File: src/rtl/ofp_pkg.sv
package ofp_pkg;

    // Replay sequencer state
    typedef enum logic {
        RP_IDLE = 1'b0,
        RP_RUN  = 1'b1
    } rp_state_e;

    // Index width that never collapses to zero bits
    function automatic int unsigned idx_w(input int unsigned n);
        return (n > 1) ? $clog2(n) : 1;
    endfunction

    // Counter width able to hold the value n itself
    function automatic int unsigned cnt_w(input int unsigned n);
        return $clog2(n + 1);
    endfunction

endpackage

File: src/rtl/ofp_exen_table.sv
module ofp_exen_table #(
    parameter int unsigned NUM_WAVES = 4,
    parameter int unsigned EXEN_W    = 3,
    localparam int unsigned WW       = ofp_pkg::idx_w(NUM_WAVES)
) (
    input  logic              clk,
    input  logic              rst,
    input  logic              abort_valid,
    input  logic [WW-1:0]     abort_wave,
    input  logic [WW-1:0]     rd_a_wave,
    output logic [EXEN_W-1:0] rd_a_exen,
    input  logic [WW-1:0]     rd_b_wave,
    output logic [EXEN_W-1:0] rd_b_exen
);

    logic [EXEN_W-1:0] tab [NUM_WAVES];

    // Every slot at or above the squashed one advances; wraps naturally
    generate
        for (genvar w = 0; w < NUM_WAVES; w++) begin : g_slot
            always_ff @(posedge clk) begin
                if (rst) begin
                    tab[w] <= '0;
                end else if (abort_valid && (WW'(w) >= abort_wave)) begin
                    tab[w] <= tab[w] + EXEN_W'(1);
                end
            end
        end
    endgenerate

    assign rd_a_exen = tab[rd_a_wave];
    assign rd_b_exen = tab[rd_b_wave];

endmodule

File: src/rtl/ofp_ctx_store.sv
module ofp_ctx_store #(
    parameter int unsigned NUM_WAVES = 4,
    parameter int unsigned CTX_SLOTS = 4,
    parameter int unsigned DATA_W    = 16,
    localparam int unsigned WW       = ofp_pkg::idx_w(NUM_WAVES),
    localparam int unsigned SW       = ofp_pkg::idx_w(CTX_SLOTS),
    localparam int unsigned CW       = ofp_pkg::cnt_w(CTX_SLOTS)
) (
    input  logic              clk,
    input  logic              rst,
    input  logic              cap_valid,
    input  logic [WW-1:0]     cap_wave,
    input  logic [DATA_W-1:0] cap_data,
    input  logic              commit_valid,
    input  logic [WW-1:0]     commit_wave,
    input  logic [WW-1:0]     rd_wave,
    input  logic [SW-1:0]     rd_slot,
    output logic [DATA_W-1:0] rd_data,
    output logic [CW-1:0]     rd_cnt,
    output logic              overflow
);

    logic [DATA_W-1:0] mem [NUM_WAVES][CTX_SLOTS];
    logic [CW-1:0]     cnt [NUM_WAVES];

    logic          cap_blocked;
    logic          cap_full;
    logic          cap_write;
    logic [CW-1:0] cap_cnt;

    assign cap_blocked = commit_valid && (commit_wave == cap_wave);
    assign cap_cnt     = cnt[cap_wave];
    assign cap_full    = (cap_cnt == CW'(CTX_SLOTS));
    assign cap_write   = cap_valid && !cap_blocked && !cap_full;

    generate
        for (genvar w = 0; w < NUM_WAVES; w++) begin : g_cnt
            always_ff @(posedge clk) begin
                if (rst) begin
                    cnt[w] <= '0;
                end else if (commit_valid && (commit_wave == WW'(w))) begin
                    cnt[w] <= '0;
                end else if (cap_write && (cap_wave == WW'(w))) begin
                    cnt[w] <= cnt[w] + CW'(1);
                end
            end
        end
    endgenerate

    always_ff @(posedge clk) begin
        if (cap_write) begin
            mem[cap_wave][cap_cnt[SW-1:0]] <= cap_data;
        end
    end

    always_ff @(posedge clk) begin
        if (rst) begin
            overflow <= 1'b0;
        end else if (cap_valid && !cap_blocked && cap_full) begin
            overflow <= 1'b1;
        end
    end

    assign rd_data = mem[rd_wave][rd_slot];
    assign rd_cnt  = cnt[rd_wave];

endmodule

File: src/rtl/ofp_replay_seq.sv
module ofp_replay_seq #(
    parameter int unsigned NUM_WAVES = 4,
    parameter int unsigned CTX_SLOTS = 4,
    localparam int unsigned WW       = ofp_pkg::idx_w(NUM_WAVES),
    localparam int unsigned SW       = ofp_pkg::idx_w(CTX_SLOTS),
    localparam int unsigned CW       = ofp_pkg::cnt_w(CTX_SLOTS)
) (
    input  logic          clk,
    input  logic          rst,
    input  logic          abort_valid,
    input  logic [WW-1:0] abort_wave,
    input  logic [CW-1:0] cur_cnt,
    output logic          busy,
    output logic          emit,
    output logic [WW-1:0] cur_wave,
    output logic [SW-1:0] cur_slot
);

    import ofp_pkg::*;

    rp_state_e     state;
    logic [WW-1:0] wave_q;
    logic [CW-1:0] slot_q;
    logic          has_more;

    assign has_more = (slot_q < cur_cnt);

    always_ff @(posedge clk) begin
        if (rst) begin
            state  <= RP_IDLE;
            wave_q <= '0;
            slot_q <= '0;
        end else if (abort_valid) begin
            // A nested abort restarts at the older of the two positions
            state  <= RP_RUN;
            wave_q <= (state == RP_RUN && wave_q < abort_wave) ? wave_q : abort_wave;
            slot_q <= '0;
        end else if (state == RP_RUN) begin
            if (has_more) begin
                slot_q <= slot_q + CW'(1);
            end else if (wave_q == WW'(NUM_WAVES - 1)) begin
                state <= RP_IDLE;
            end else begin
                wave_q <= wave_q + WW'(1);
                slot_q <= '0;
            end
        end
    end

    assign busy     = (state == RP_RUN);
    assign emit     = busy && has_more && !abort_valid;
    assign cur_wave = wave_q;
    assign cur_slot = slot_q[SW-1:0];

endmodule

File: src/rtl/ofp_filter_top.sv
module ofp_filter_top #(
    parameter int unsigned NUM_WAVES  = 4,
    parameter int unsigned EXEN_W     = 3,
    parameter int unsigned DATA_W     = 16,
    parameter int unsigned CTX_SLOTS  = 4,
    localparam int unsigned WAVE_IDX_W = ofp_pkg::idx_w(NUM_WAVES),
    localparam int unsigned SW         = ofp_pkg::idx_w(CTX_SLOTS),
    localparam int unsigned CW         = ofp_pkg::cnt_w(CTX_SLOTS)
) (
    input  logic                  clk,
    input  logic                  rst,
    input  logic                  in_valid,
    output logic                  in_ready,
    input  logic [WAVE_IDX_W-1:0] in_wave,
    input  logic [EXEN_W-1:0]     in_exen,
    input  logic [DATA_W-1:0]     in_data,
    output logic                  out_valid,
    output logic [WAVE_IDX_W-1:0] out_wave,
    output logic [EXEN_W-1:0]     out_exen,
    output logic [DATA_W-1:0]     out_data,
    output logic                  out_replay,
    input  logic                  abort_valid,
    input  logic [WAVE_IDX_W-1:0] abort_wave,
    input  logic                  cap_valid,
    input  logic [WAVE_IDX_W-1:0] cap_wave,
    input  logic [DATA_W-1:0]     cap_data,
    input  logic                  commit_valid,
    input  logic [WAVE_IDX_W-1:0] commit_wave,
    output logic                  ctx_overflow
);

    typedef struct packed {
        logic [WAVE_IDX_W-1:0] wave;
        logic [EXEN_W-1:0]     exen;
        logic [DATA_W-1:0]     data;
        logic                  replay;
    } operand_t;

    logic [EXEN_W-1:0]     cur_exen_in;
    logic [EXEN_W-1:0]     cur_exen_rp;
    logic                  rp_busy;
    logic                  rp_emit;
    logic [WAVE_IDX_W-1:0] rp_wave;
    logic [SW-1:0]         rp_slot;
    logic [DATA_W-1:0]     rp_data;
    logic [CW-1:0]         rp_cnt;
    logic                  accept;
    logic                  tag_ok;
    operand_t              nxt_op;
    operand_t              out_op;
    logic                  nxt_valid;

    ofp_exen_table #(
        .NUM_WAVES (NUM_WAVES),
        .EXEN_W    (EXEN_W)
    ) u_table (
        .clk         (clk),
        .rst         (rst),
        .abort_valid (abort_valid),
        .abort_wave  (abort_wave),
        .rd_a_wave   (in_wave),
        .rd_a_exen   (cur_exen_in),
        .rd_b_wave   (rp_wave),
        .rd_b_exen   (cur_exen_rp)
    );

    ofp_ctx_store #(
        .NUM_WAVES (NUM_WAVES),
        .CTX_SLOTS (CTX_SLOTS),
        .DATA_W    (DATA_W)
    ) u_ctx (
        .clk          (clk),
        .rst          (rst),
        .cap_valid    (cap_valid),
        .cap_wave     (cap_wave),
        .cap_data     (cap_data),
        .commit_valid (commit_valid),
        .commit_wave  (commit_wave),
        .rd_wave      (rp_wave),
        .rd_slot      (rp_slot),
        .rd_data      (rp_data),
        .rd_cnt       (rp_cnt),
        .overflow     (ctx_overflow)
    );

    ofp_replay_seq #(
        .NUM_WAVES (NUM_WAVES),
        .CTX_SLOTS (CTX_SLOTS)
    ) u_seq (
        .clk         (clk),
        .rst         (rst),
        .abort_valid (abort_valid),
        .abort_wave  (abort_wave),
        .cur_cnt     (rp_cnt),
        .busy        (rp_busy),
        .emit        (rp_emit),
        .cur_wave    (rp_wave),
        .cur_slot    (rp_slot)
    );

    // New operands wait while an abort lands or a replay runs
    assign in_ready = !rp_busy && !abort_valid;
    assign accept   = in_valid && in_ready;
    assign tag_ok   = (in_exen == cur_exen_in);

    always_comb begin
        nxt_valid = 1'b0;
        nxt_op    = '0;
        if (rp_emit) begin
            nxt_valid     = 1'b1;
            nxt_op.wave   = rp_wave;
            nxt_op.exen   = cur_exen_rp;
            nxt_op.data   = rp_data;
            nxt_op.replay = 1'b1;
        end else if (accept && tag_ok) begin
            nxt_valid     = 1'b1;
            nxt_op.wave   = in_wave;
            nxt_op.exen   = in_exen;
            nxt_op.data   = in_data;
            nxt_op.replay = 1'b0;
        end
    end

    always_ff @(posedge clk) begin
        if (rst) begin
            out_valid <= 1'b0;
            out_op    <= '0;
        end else begin
            out_valid <= nxt_valid;
            if (nxt_valid) begin
                out_op <= nxt_op;
            end
        end
    end

    assign out_wave   = out_op.wave;
    assign out_exen   = out_op.exen;
    assign out_data   = out_op.data;
    assign out_replay = out_op.replay;

endmodule

File: config.mk
export PLATFORM = sky130hd
export DESIGN_NAME = ofp_filter_top
export DESIGN_NICKNAME = d
export VERILOG_FILES = /design/src/rtl/ofp_pkg.sv /design/src/rtl/ofp_exen_table.sv /design/src/rtl/ofp_ctx_store.sv /design/src/rtl/ofp_replay_seq.sv /design/src/rtl/ofp_filter_top.sv
export SDC_FILE = /design/constraint.sdc
export NUM_CORES = 1
export LEC_CHECK = 0
export CORE_MARGIN = 5
export CORE_UTILIZATION = 50
export CTS_BUF_LIST = sky130_fd_sc_hd__clkbuf_2
export DETAILED_ROUTE_END_ITERATION = 7
export PLACE_DENSITY = 0.69
export RECOVER_POWER = 25
export REMOVE_ABC_BUFFERS = 1
export SYNTH_ARGS = -nofsm -noshare
export SYNTH_HDL_FRONTEND = slang
export SYNTH_HIERARCHICAL = 1
export SYNTH_SLANG_ARGS = --single-unit
File: constraint.sdc
create_clock -name clk -period 4.8 [get_ports clk]
set_input_delay 0.48 -clock clk [delete_from_list [all_inputs] [get_ports clk]]
set_output_delay 0.48 -clock clk [all_outputs]
set_load 0.03 [all_outputs]
==> results.txt, run 1 <==
status = completed
CTS tree = yes
largest net degree at the start of global routing = 73
hold-fix buffer count after cts = 0
core area = 25910 um2
Avg Cell Area, Syn = 19.27 um2
clk_lat worst skew = 0.85 ns
cell count after synthesis = 678
Initial Util = 0.5043
Worst Setup Start Kind = register
initial antenna violation count = 1
worst flop-to-flop path startpoint = u_seq/cur_wave[1]
die area = 29470 um2
ranking of synthesized cells by area = edfxtp_1 (64%), mux4_2 (16%), dfxtp_1 (4.6%)
fraction of layout cells with a size suffix above 1 = 0.3590
Worst Setup SP = u_seq/cur_wave[1]
Final ANT Viol Nets = 0
fillers = 1972
PortBufs = 73
fin crit period = 3.364 ns
maximum vdd drop = 0.0001728 V
total number of vias = 7150
Seq/Total Area, Yosys = 0.6894
CP Data Arrival Time = 4.12 ns
Detailed Route WL = 29.06 mm
H-tree levels = 3
fraction of registers with async set/reset = 0
final worst-path cycle share = 0.7008
max_cap viols = 0
worst-path maximum fanout = 72
Max Slew Vio Count = 0
Area Growth Syn to Fin = 15.12%
Crit. End Element = register
die height = 171.7 um
Tot Pwr = 0.005553 W
Yosys reg bits = 310
DP HPWL = 17.55 mm
clock-pin slew on the worst setup and hold paths = 0.09 ns
Synth cell types = 58
worst slew pin tran = 1.103 ns
Setup CP Type = reg -> reg
DRC errors left = 0
Starting DRT DRC Count = 711
first-pass iteration count of the detailed router = 6
Setup Fix Bufs, Post-CTS = 0
Power Density = 369.2 nW/um2
drt wl/cell = 23.84 um
DIE WIDTH = 171.7 um
R2R cell count = 9
final hold vios = 0
clock skew = 0.1052 ns
Worst slew margin = 0.2644
number of global-route vias before repair = 7684
root buf cell = clkbuf_2
post_cts resized = 0
Netlist Area Pre-Place = 13070 um2
Rows = 59
Post-synth top flop = edfxtp_1
post-layout util = 0.5806
grt ovf = 0
Static Leak = 4.948 nW
Hold/Removal Path Class = in -> reg
f_max = 297.3 MHz
Yosys warning count = 6
Max Root-Sink Buffers = 3
clk sink count = 310
Post-synth EDFFs = 280
RSZ-0062 raised after global routing = no
Req. time, crit path = 5.56 ns
GRT Total Usage = 0.2040
share of Yosys cell area claimed by the top area cell type = 0.6434
dominant cell type by area after synthesis = edfxtp_1
gpl congestion = 0.8397
Nets = 886
Finish-stage setup viols = 0
first-pass GRT wire length = 45.06 mm
CTS Buf Count = 79
Hold Path Origin = rst
I/O pin count = 74
Via density = 5.865
WHS Path Cells = 3
-- worst max-delay path, stage by stage, from the launching register on --
cell      delay (ns)
dfxtp_2         0.37
buf_4           0.84
mux4_2          0.40
nand2b_2        0.08
a31oi_4         0.27
nand2_1         0.16
nor2_4          0.50
buf_12          0.31
a21oi_1         0.07
a221oi_1        0.29
-- through the flow --
stage          setup TNS (ns)  instance area [um2]  std cells  hold WS (ns)  worst slack [ns]
6_report                    0                15040       1219        0.2478             1.436
5_1_grt                     0                15040       1219        0.1831             1.204
4_1_cts                     0                15040       1218        0.1740             1.415
3_5_place_dp                0                14290       1078        0.4623             1.375
3_3_place_gp                0                14290       1078        0.4561             1.490
2_1_floorplan          -56.29                12830        641        0.4580            -2.614
-- final cells by class --
type	instances	area [um2]	share of cell area
antenna	1	2.502	0.0001663
multi-input combinational	300	3789	0.2519
clock inverter	23	161.4	0.01073
timing repair buffer	102	955.9	0.06354
clock buffer	117	585.6	0.03893
tap	335	419.2	0.02786
sequential	310	9014	0.5992
inverter	31	116.4	0.007735
-- synthesized netlist by cell type, types with 2 or more instances --
cell type,instances
o311ai_0,4
or2_2,3
nand3_1,3
inv_1,31
clkbuf_1,9
dfxtp_1,30
buf_2,10
buf_12,2
edfxtp_1,280
mux4_2,92
buf_6,5
a221oi_2,19
nor2_1,12
o21ai_1,2
nor4_1,8
a21oi_1,6
a221oi_1,2
xnor2_1,11
nor2b_1,3
nand3b_1,3
nor4b_1,4
nand2_1,29
nor3_1,18
mux2i_1,3
and3_1,4
o22ai_1,2
o311ai_1,2
nand2b_1,7
a21o_1,4
xor2_1,4
buf_1,5
buf_4,5
a21oi_2,19
ha_1,13
-- power breakdown --
group          internal, W  switching (W)
Combinational     0.000322       0.000363
Clock             0.000768        0.00104
Sequential         0.00301      0.0000523
Total              0.00410        0.00145
-- final timing paths --
| check | slack (ns) | to |
|---|---|---|
| worst max-delay path | 1.44 | out_data[10] |
| worst min-delay path | 0.25 | out_valid |
| worst min register to register | 0.47 | out_exen[1] |
| worst max register to register | 1.44 | out_data[10] |
-- layer usage --
layer	wire length, um	vias to the layer above	share of wire	GRT usage
li1	-	3127	-	-
met1	11810	3694	0.41	0.2752
met2	14870	288	0.51	0.3432
met3	1884	41	0.065	0.03700
met4	490	0	0.017	0.06132
met5	0	-	0	0
-- placed cells by master, fill, tap and decap left out, drive strengths merged, types with 11 or more instances in the layout --
master and count:
dlygate4sd3 15, ha 13, edfxtp 280, clkdlybuf4s50 57
xnor2 11, dfxtp 30, nand2 29, buf 30
a221oi 21, inv 35, clkinv 17, a21oi 25
clkbuf 117, nor3 19, mux4 92, nor2 12
-- sequential cells by signal (all words and copies together) (netlist names) --
register and count:
out_data 16, out_exen 3, out_replay 1, out_valid 1, out_wave 2, u_ctx/cnt 12, u_ctx/mem 256, u_ctx/overflow 1
u_seq/busy 1, u_seq/cur_wave 2, u_seq/slot_q 3, u_table/tab 12
-- logic make-up after synthesis --
logic type / count (synthesis) / synth area share
AOI/OAI and AO/OA: 69 / 0.05305
xor gates and xnor gates: 15 / 0.01005
adders and majority gates: 13 / 0.01245
buffers and inverters: 68 / 0.02738
DFF: 310 / 0.6894
muxes: 97 / 0.1629
and+or+nand+nor: 106 / 0.04481
Power figures use the tool's default switching activity.
==> run 2: changes to the inputs <==
==> constraint.sdc (replaced) <==
create_clock -name clk -period 3.1 [get_ports clk]
set_input_delay 0.31 -clock clk [delete_from_list [all_inputs] [get_ports clk]]
set_output_delay 0.31 -clock clk [all_outputs]
set_load 0.03 [all_outputs]
==> results.txt, run 2 (same netlist as run 1, synthesis figures left out) <==
CP Data Arrival Time = 3.47 ns
total number of vias = 7322
number of global-route vias before repair = 7764
largest net degree at the start of global routing = 73
H-tree levels = 3
first-pass GRT wire length = 45.86 mm
CTS Buf Count = 77
slowest CP cell = mux4_2
max_cap viols = 0
Finish-stage setup viols = 0
Rows = 59
Max Slew Vio Count = 0
fin cells = 1237
worst-path maximum fanout = 12
Max Root-Sink Buffers = 3
root buf cell = clkbuf_2
Largest stage delay, worst path = 0.50 ns
Nets = 906
Worst Setup Start Kind = register
Setup CP Type = reg -> reg
Sequential Power Share = 0.552
PortBufs = 73
Starting DRT DRC Count = 567
clk sink count = 310
fraction of layout cells with a size suffix above 1 = 0.3618
status = completed
Req. time, crit path = 3.79 ns
commonest cells after routing, fill and taps aside = edfxtp_1 (280), clkbuf_2 (104), mux4_2 (92), clkdlybuf4s50_1 (59), buf_4 (47)
Via density = 5.919
f_max = 360.4 MHz
Tot Pwr = 0.008549 W
CTS tree = yes
final worst-path cycle share = 0.8951
clk_lat worst skew = 0.84 ns
Hold/Removal Path Class = in -> reg
CP Cell Sequence = mux4_2, inv_1, ha_1, a21o_1, a31oi_4, nand2_1, nor2_4, buf_4, a21oi_2, a221oi_2
DIE WIDTH = 171.7 um
worst slew pin tran = 1.129 ns
max reg flops = 256
Int Pwr = 0.006271 W
switching power = 0.002278 W
Inst Count DP = 1099
maximum vdd drop = 0.0002837 V
Net Sw Frac = 0.2665
drt wl/cell = 24.48 um
GRT Total Usage = 0.2102
gpl congestion = 0.8435
post-layout util = 0.5863
Clk pwr share = 0.314
die height = 171.7 um
Setup Fix Bufs, Post-CTS = 0
final hold vios = 0
TNS Setup = 0 ns
core area = 25910 um2
most common cell after layout, fill and taps aside = edfxtp_1
Static Leak = 5.018 nW
fin crit period = 2.775 ns
initial antenna violation count = 1
logic gate share of total power = 0.133
I/O pin count = 74
Worst slew margin = 0.2435
Area Growth Syn to Fin = 16.26%
grt ovf = 0
Detailed Route WL = 30.28 mm
Power Density = 562.7 nW/um2
fillers = 1905
die area = 29470 um2
Initial Util = 0.5043
DRC errors left = 0
Crit. End Element = register
clock-pin slew on the worst setup and hold paths = 0.12 ns
Final ANT Viol Nets = 0
first-pass iteration count of the detailed router = 5
DP HPWL = 19.65 mm
RSZ-0062 raised after global routing = no
clock skew = 0.07183 ns
## run 2: worst max-delay path, delay by kind of cell (launching register included)
kind | cells | cell delay (ns)
fa+ha+maj | 1 | 0.26
buf+inv | 2 | 0.36
mux | 1 | 0.50
compound gates | 4 | 0.74
simple gates | 2 | 0.32
flops | 1 | 0.48
## run 2: area by class of cell
type,instances,area (um2),area share
Clock inverter,32,182.7,0.01202
Multi-Input combinational cell,300,3789,0.2494
Inverter,31,116.4,0.007659
Sequential cell,310,9014,0.5933
Tap cell,335,419.2,0.02759
Antenna cell,1,2.502,0.0001647
Clock buffer,104,520.5,0.03426
Timing Repair Buffer,124,1149,0.07561
## run 2: routing by layer
metal	wire, um	global-route usage
met5	0	0
met4	576	0.07303
met3	2634	0.05999
met2	14750	0.3316
met1	12320	0.2843
## run 2: repair_timing
action | CTS | global route
hold endpoints to repair | 1 | 0
resized for setup | 0 | 0
hold buffers | 1 | 0
## run 2: worst paths after layout
check / startpoint / to / slack [ns] / cells past startpoint
min reg2reg: out_exen[1] / out_exen[1] / 0.47 / 2
max: u_ctx/cnt[3][2] / out_data[0] / 0.33 / 10
max reg2reg: u_ctx/cnt[3][2] / out_data[0] / 0.33 / 10
min: in_data[7] / out_data[7] / 0.16 / 3
## run 2: power groups by stage
stage	Clock (W)	Combinational (W)	Sequential [W]
2_1_floorplan	0	0.000590	0.00494
3_3_place_gp	0	0.00112	0.00481
3_5_place_dp	0	0.00115	0.00482
4_1_cts	0.00278	0.00115	0.00472
5_1_grt	0.00300	0.00122	0.00473
6_report	0.00269	0.00114	0.00472
## run 2: through the flow
step | hold slack, ns | instance area (um2) | setup slack [ns]
after global placement | 0.4526 | 14480 | 0.1111
after CTS | 0.08426 | 15190 | 0.3025
after floorplan | 0.3762 | 12830 | -4.314
after detailed placement | 0.4628 | 14480 | -0.08200
after global routing | 0.09973 | 15190 | 0.1806
final | 0.1559 | 15190 | 0.3251
==> run 3: changes to the inputs <==
--- a/config.mk
+++ b/config.mk
@@ -16,3 +16,4 @@
 export SYNTH_HDL_FRONTEND = slang
 export SYNTH_HIERARCHICAL = 1
 export SYNTH_SLANG_ARGS = --single-unit
+export TNS_END_PERCENT = 10
==> results of run 3 <==
Same layout as run 2: the final DEF is identical, and so are final timing and power.
